File: src/rtl/bmw_pkg.sv
package bmw_pkg;

   localparam int MAX_DW = 256;

   typedef enum logic [1:0] {
      ST_IDLE  = 2'd0,
      ST_READ  = 2'd1,
      ST_MERGE = 2'd2,
      ST_WRITE = 2'd3
   } bmw_state_e;

   // Coverage mask of one Hamming checkbit over a dw-bit data word.
   // Data bit j sits at the j-th position >= 3 that is not a power of two.
   function automatic logic [MAX_DW-1:0] cov_mask(int k, int dw);
      logic [MAX_DW-1:0] m;
      int p;
      m = '0;
      p = 2;
      for (int j = 0; j < dw; j++) begin
         do p++; while ((p & (p - 1)) == 0);
         m[j] = ((p >> k) & 1) == 1;
      end
      return m;
   endfunction

endpackage

File: src/rtl/bmw_ctrl.sv
module bmw_ctrl
   import bmw_pkg::*;
(
   input  logic       clk,
   input  logic       rst_n,
   input  logic       req_fire,
   input  logic       be_full,
   input  logic       rd_fire,
   input  logic       wr_fire,
   output bmw_state_e state_q
);

   bmw_state_e state_d;

   always_comb begin
      state_d = state_q;
      unique case (state_q)
         ST_IDLE:  if (req_fire) state_d = be_full ? ST_MERGE : ST_READ;
         ST_READ:  if (rd_fire)  state_d = ST_MERGE;
         ST_MERGE: state_d = ST_WRITE;
         ST_WRITE: if (wr_fire)  state_d = ST_IDLE;
         default:  state_d = ST_IDLE;
      endcase
   end

   always_ff @(posedge clk or negedge rst_n) begin
      if (!rst_n) state_q <= ST_IDLE;
      else        state_q <= state_d;
   end

endmodule

File: src/rtl/bmw_lane_mux.sv
module bmw_lane_mux #(
   parameter int DATA_W = 64,
   parameter int LANE_W = 8,
   localparam int LANES = DATA_W / LANE_W
) (
   input  logic [DATA_W-1:0] sys_word,
   input  logic [DATA_W-1:0] mem_word,
   input  logic [LANES-1:0]  lane_sel,
   output logic [DATA_W-1:0] merged
);

   for (genvar l = 0; l < LANES; l++) begin : g_lane
      assign merged[l*LANE_W +: LANE_W] =
         lane_sel[l] ? sys_word[l*LANE_W +: LANE_W] : mem_word[l*LANE_W +: LANE_W];
   end

endmodule

File: src/rtl/bmw_ckgen.sv
module bmw_ckgen
   import bmw_pkg::*;
#(
   parameter int               DATA_W  = 64,
   parameter int               CHK_W   = 8,
   parameter logic [CHK_W-1:0] CHK_INV = 8'h0C,
   localparam int              HAM_W   = CHK_W - 1
) (
   input  logic [DATA_W-1:0] data,
   output logic [CHK_W-1:0]  chk
);

   logic [HAM_W-1:0] ham;
   logic             overall;

   for (genvar k = 0; k < HAM_W; k++) begin : g_ham
      localparam logic [MAX_DW-1:0] FULL_MASK = cov_mask(k, DATA_W);
      localparam logic [DATA_W-1:0] MASK      = FULL_MASK[DATA_W-1:0];
      assign ham[k] = ^(data & MASK);
   end

   assign overall = (^data) ^ (^ham);
   assign chk     = {overall, ham} ^ CHK_INV;

endmodule

File: src/rtl/bytemerge_wr.sv
module bytemerge_wr
   import bmw_pkg::*;
#(
   parameter int               ADDR_W  = 16,
   parameter int               DATA_W  = 64,
   parameter int               LANE_W  = 8,
   parameter int               CHK_W   = 8,
   parameter logic [CHK_W-1:0] CHK_INV = 8'h0C,
   localparam int              LANES   = DATA_W / LANE_W
) (
   input  logic              clk,
   input  logic              rst_n,
   input  logic              req_valid,
   output logic              req_ready,
   input  logic [ADDR_W-1:0] req_addr,
   input  logic [DATA_W-1:0] req_data,
   input  logic [LANES-1:0]  req_be,
   output logic              mem_rd_valid,
   input  logic              mem_rd_ready,
   output logic [ADDR_W-1:0] mem_rd_addr,
   input  logic [DATA_W-1:0] mem_rdata,
   output logic              mem_wr_valid,
   input  logic              mem_wr_ready,
   output logic [ADDR_W-1:0] mem_wr_addr,
   output logic [DATA_W-1:0] mem_wr_data,
   output logic [CHK_W-1:0]  mem_wr_chk
);

   if (DATA_W % LANE_W != 0) begin : g_bad_lane
      $error("DATA_W must be a multiple of LANE_W");
   end
   if (DATA_W > MAX_DW) begin : g_bad_width
      $error("DATA_W exceeds MAX_DW");
   end
   if ((1 << (CHK_W - 1)) < DATA_W + CHK_W) begin : g_bad_chk
      $error("CHK_W too small for SEC-DED over DATA_W");
   end

   bmw_state_e        state_q;
   logic              req_fire, rd_fire, wr_fire, be_full;
   logic [ADDR_W-1:0] addr_q;
   logic [DATA_W-1:0] sys_q, old_q, wdata_q, merged;
   logic [LANES-1:0]  be_q;
   logic [CHK_W-1:0]  wchk_q, chk_d;

   assign req_ready    = (state_q == ST_IDLE);
   assign mem_rd_valid = (state_q == ST_READ);
   assign mem_wr_valid = (state_q == ST_WRITE);
   assign req_fire     = req_valid && req_ready;
   assign rd_fire      = mem_rd_valid && mem_rd_ready;
   assign wr_fire      = mem_wr_valid && mem_wr_ready;
   assign be_full      = &req_be;

   bmw_ctrl u_ctrl (
      .clk      (clk),
      .rst_n    (rst_n),
      .req_fire (req_fire),
      .be_full  (be_full),
      .rd_fire  (rd_fire),
      .wr_fire  (wr_fire),
      .state_q  (state_q)
   );

   bmw_lane_mux #(.DATA_W(DATA_W), .LANE_W(LANE_W)) u_mux (
      .sys_word (sys_q),
      .mem_word (old_q),
      .lane_sel (be_q),
      .merged   (merged)
   );

   bmw_ckgen #(.DATA_W(DATA_W), .CHK_W(CHK_W), .CHK_INV(CHK_INV)) u_ck (
      .data (merged),
      .chk  (chk_d)
   );

   always_ff @(posedge clk or negedge rst_n) begin
      if (!rst_n) begin
         addr_q  <= '0;
         sys_q   <= '0;
         be_q    <= '0;
         old_q   <= '0;
         wdata_q <= '0;
         wchk_q  <= '0;
      end else begin
         if (req_fire) begin
            addr_q <= req_addr;
            sys_q  <= req_data;
            be_q   <= req_be;
         end
         if (rd_fire) old_q <= mem_rdata;
         if (state_q == ST_MERGE) begin
            wdata_q <= merged;
            wchk_q  <= chk_d;
         end
      end
   end

   assign mem_rd_addr = addr_q;
   assign mem_wr_addr = addr_q;
   assign mem_wr_data = wdata_q;
   assign mem_wr_chk  = wchk_q;

endmodule

File: config.mk
export PLATFORM = sky130hd
export DESIGN_NAME = bytemerge_wr
export DESIGN_NICKNAME = d
export VERILOG_FILES = /design/src/rtl/bmw_pkg.sv /design/src/rtl/bmw_ctrl.sv /design/src/rtl/bmw_lane_mux.sv /design/src/rtl/bmw_ckgen.sv /design/src/rtl/bytemerge_wr.sv
export SDC_FILE = /design/constraint.sdc
export NUM_CORES = 1
export LEC_CHECK = 0
export ABC_CLOCK_PERIOD_IN_PS = 2540
export BUFFER_PORTS_ARGS = -buffer_cell sky130_fd_sc_hd__buf_2
export CORE_MARGIN = 2
export CORE_UTILIZATION = 49
export DETAILED_ROUTE_END_ITERATION = 10
export GPL_ROUTABILITY_DRIVEN = 0
export GPL_TIMING_DRIVEN = 0
export PLACE_DENSITY = 0.77
export SLEW_MARGIN = 10
export SYNTH_ARGS = -nofsm -noshare
export SYNTH_HDL_FRONTEND = slang
export SYNTH_SLANG_ARGS = --single-unit
File: constraint.sdc
create_clock -name clk -period 2.54 [get_ports clk]
set_input_delay 0.127 -clock clk [delete_from_list [all_inputs] [get_ports clk]]
set_output_delay 0.127 -clock clk [all_outputs]
set_load 0.01 [all_outputs]
==> impl.org <==
** Clocking
- Maximum clock path buffer count :: 3
- In this run the clock root is driven by a sky130_fd_sc_hd__clkbuf_16.
- Clk sink count :: around 230
- TritonCTS built the clock tree.
- Clock latency on the worst-skew pair, taken at its later pin, is roughly 530 ps.
- CTS built an H-tree with a depth of 1.
- Clk pin slew, worst setup/hold paths :: 60 ps
- Inserted Clock Buffers :: 25

** Setup path
- Req. time, crit path :: 2950 ps
- Critical-path cell with the highest stage delay :: sky130_fd_sc_hd__dfrtp_2
- Worst-path cell chain :: buf_8 -> buf_12 -> mux2i_4 -> xnor2_2 -> xnor2_2 -> xnor2_2 -> buf_4 -> xnor2_2 -> xnor3_1 -> xnor2_1 -> xnor2_1 -> mux2_2
- Category of the most critical setup path :: register to register
- Top Family by Delay on Critical Path :: XOR/XNOR gates
- CP dominant cell by count :: sky130_fd_sc_hd__xnor2_2
- STA classifies the critical path startpoint as a register.
- The critical path contains buffers and inverters numbering 3 combined.
- CP Capture Type :: register
- Critical-path maximum fanout :: 5
- Crit path arrival time :: roughly 3300 ps
- In this run the register-to-register setup slack is -340 ps.
- In this design, the stage delay of the slowest critical-path cell is approximately 460 ps.

** Floorplanning
- Die area :: 0.0234 mm^2
- # IOs :: approximately 260
- Height of the chip :: 153 um
- Row generation in the floorplan step produced 54 rows.
- Width of the chip :: roughly 150 um
- The core region is 0.0218 mm^2.
- Starting utilization of the core area :: around 50%

** Yosys
- Number of distinct library cell variants in the gate-level netlist after synthesis :: 26
- Warnings from Yosys :: 0
- The most used flip-flop cell after synthesis is sky130_fd_sc_hd__dfrtp_1.
- Synth async-reset ratio :: 100%
- The number of nets in the synthesized netlist is just over 1000.
- Cell area after synthesis :: ~0.011 mm^2
- Each instance of the synthesized netlist takes up on average between 10 and 15 um^2.
- Sequential cells were found to cover between 50% and 60% of the synthesized design area.
- Cells after synthesis :: about 850
- Synthesis-stage register bit count :: around 230
- The synthesized design contains 0 enable-type register cells.

** GRT
- Global-route wire length before repair :: 49000 um
- The number of antenna violations at the first check in global routing is 0.
- The number of global-route vias before repair was a little under 9000.
- Remaining global-route overflow :: 0
- Global router's overall resource usage :: between 20% and 30%
- Maximum number of pins on one net before global-route repair :: 109

** STA
- Portion of the clock cycle consumed by the worst path in the final layout :: 114%
- At the pin with the least slew margin, the transition time is ~860 ps.
- Max-slew violations :: 0
- Setup repair after global routing could not meet its margin everywhere.
- The tightest hold path in the finished design has a slack of between 80 and 90 ps.
- Between clock sinks in the finished design, the worst skew comes to 25.5 ps.
- Worst slew margin :: between 40% and 50%
- Final setup margin :: -343 ps
- Final Hold Vio Count :: 0
- Fmax achieved :: between 300 and 400 MHz
- The smallest clock period supported by the final layout is computed as 2880 ps.
- Setup violations remaining at the end of the flow were counted as 2.

** Route
- Routed wire per std cell :: roughly 20 um
- Per-cell via count in the routed design :: between 5 and 6
- DRC :: 0
- After detailed routing, the total wire length is ~32000 um.
- The first routing iteration left 334 violations.
- Post-detailed-route count of antenna-violating nets :: 0
- The routed layout has between 8000 and 9000 vias.
- Pre-Repair DR Iteration Count :: 4

** Final layout
- Non-filler cells in the finished layout :: between 1500 and 2000
- Leaving out fill and tap cells, the most frequent cell in the layout is sky130_fd_sc_hd__buf_2.
- Final Cell Area :: roughly 0.016 mm^2
- From synthesis to final layout, the design area changed by 44.3%.
- For this run, the post-layout net count is 1476.
- In the layout the commonest cells are sky130_fd_sc_hd__buf_2, sky130_fd_sc_hd__dfrtp_1, sky130_fd_sc_hd__mux2_2.
- 0 antenna diodes ended up in the layout.
- Of the cells placed in the final design, the portion with a size suffix greater than 1 is between 40% and 50%.

** Placed design
- Port buffering added between 200 and 300 buffers.
- In this run, placement finished with an instance count of roughly 1400.
- Final HPWL DP :: 20200 um
- The placed instances occupy a cell area of 0.0127 mm^2.
- Worst slack after detailed placement :: -616 ps

** Outcome
- Violated checks :: setup timing
- Result of the run :: finished with violations

** Worst hold path
- Class of the tightest hold or removal check :: primary input to register

** Flow run
- The tool flagged a number of max-cap violations equal to 0.
[cell usage after synthesis, types with 2 or more instances]
| cell type | count | area, um^2 |
|---|---|---|
| sky130_fd_sc_hd__dfrtp_1 | 226 | 5660 |
| sky130_fd_sc_hd__mux2_2 | 157 | 1770 |
| sky130_fd_sc_hd__xnor2_1 | 87 | 762 |
| sky130_fd_sc_hd__mux2i_1 | 77 | 771 |
| sky130_fd_sc_hd__nor2_1 | 74 | 278 |
| sky130_fd_sc_hd__a21oi_1 | 73 | 365 |
| sky130_fd_sc_hd__xor2_1 | 52 | 455 |
| sky130_fd_sc_hd__clkbuf_1 | 19 | 71.3 |
| sky130_fd_sc_hd__buf_4 | 18 | 135 |
| sky130_fd_sc_hd__buf_1 | 12 | 45.0 |
| sky130_fd_sc_hd__buf_2 | 7 | 35.0 |
| sky130_fd_sc_hd__xnor3_1 | 7 | 158 |
| sky130_fd_sc_hd__mux2i_2 | 5 | 68.8 |
| sky130_fd_sc_hd__nand2_1 | 5 | 18.8 |
| sky130_fd_sc_hd__buf_6 | 4 | 45.0 |
| sky130_fd_sc_hd__ha_1 | 4 | 50.1 |
| sky130_fd_sc_hd__inv_1 | 4 | 15.0 |
| sky130_fd_sc_hd__mux2i_4 | 3 | 67.6 |
| sky130_fd_sc_hd__xnor2_2 | 3 | 48.8 |
| sky130_fd_sc_hd__nand2b_1 | 2 | 12.5 |
[state kept, by name (all words and copies together), names as in the netlist]
signal and flops:
u_ctrl.state_q 2, mem_rd_addr 16, mem_wr_data 64, sys_q 64, be_q 8, old_q 64, mem_wr_chk 8
[stage by stage]
step | TNS, ps | utilization (%)
CTS | -339 | 70.4
global placement | -595460 | 57.7
floorplan | -132 | -
detailed placement | -4450 | 58.0
finish | -408 | 72.0
global route | -562 | 72.0
[logic make-up (layout without fill, tap and decap cells)]
kind of cell / count (synthesis) / count (layout) / synth area share (%)
flip-flops: 226 / 226 / 52.0
AND/OR/NAND/NOR: 82 / 82 / 2.90
multiplexers: 242 / 242 / 24.6
adder cells (fa/ha/maj): 4 / 4 / 0.460
AO/OA/AOI/OAI: 77 / 77 / 3.63
XOR/XNOR: 150 / 150 / 13.3
buffers and inverters: 64 / 552 / 3.18
[metal layers]
layer	share of wire, %	global-route usage [%]	vias up
met5	0	0	-
li1	-	-	3815
met4	2.8	6.48	0
met2	51	46.4	277
met1	41	34.6	4103
met3	5.4	4.31	62
[final timing paths]
check                                     to          start  cells after the start
max reg2reg                    mem_wr_chk[7]        be_q[0]                     12
min reg2reg                    mem_wr_chk[0]  mem_wr_chk[0]                      1
min                        u_ctrl.state_q[0]   mem_wr_ready                      4
max in group asynchronous          sys_q[54]          rst_n                      3
min in group asynchronous          sys_q[52]          rst_n                      3
max                            mem_wr_chk[7]        be_q[0]                     12
[worst min-delay path, stage by stage]
cell and delay [ps]:
sky130_fd_sc_hd__buf_2 70, sky130_fd_sc_hd__o221ai_1 190, sky130_fd_sc_hd__nand2_1 120, sky130_fd_sc_hd__nand2_1 50
[cell type report]
type	count	area (um^2)
Buffer	60	390
Clock buffer	39	738
Inverter	4	15.0
Tap cell	280	350
Multi-Input combinational cell	555	5310
Sequential cell	226	5660
Fill cell	1422	6110
Clock inverter	6	109
Timing Repair Buffer	443	3140
[timing repair]
item	CTS	global route
pin swaps	7	12
gates resized for setup	33	49
setup endpoints to repair	22	23
hold buffers	154	0
hold endpoints to repair	378	0
buffers inserted	14	10
Power is not shown: default switching activity piles up to over one toggle a cycle in this logic, so the estimate is an artifact.
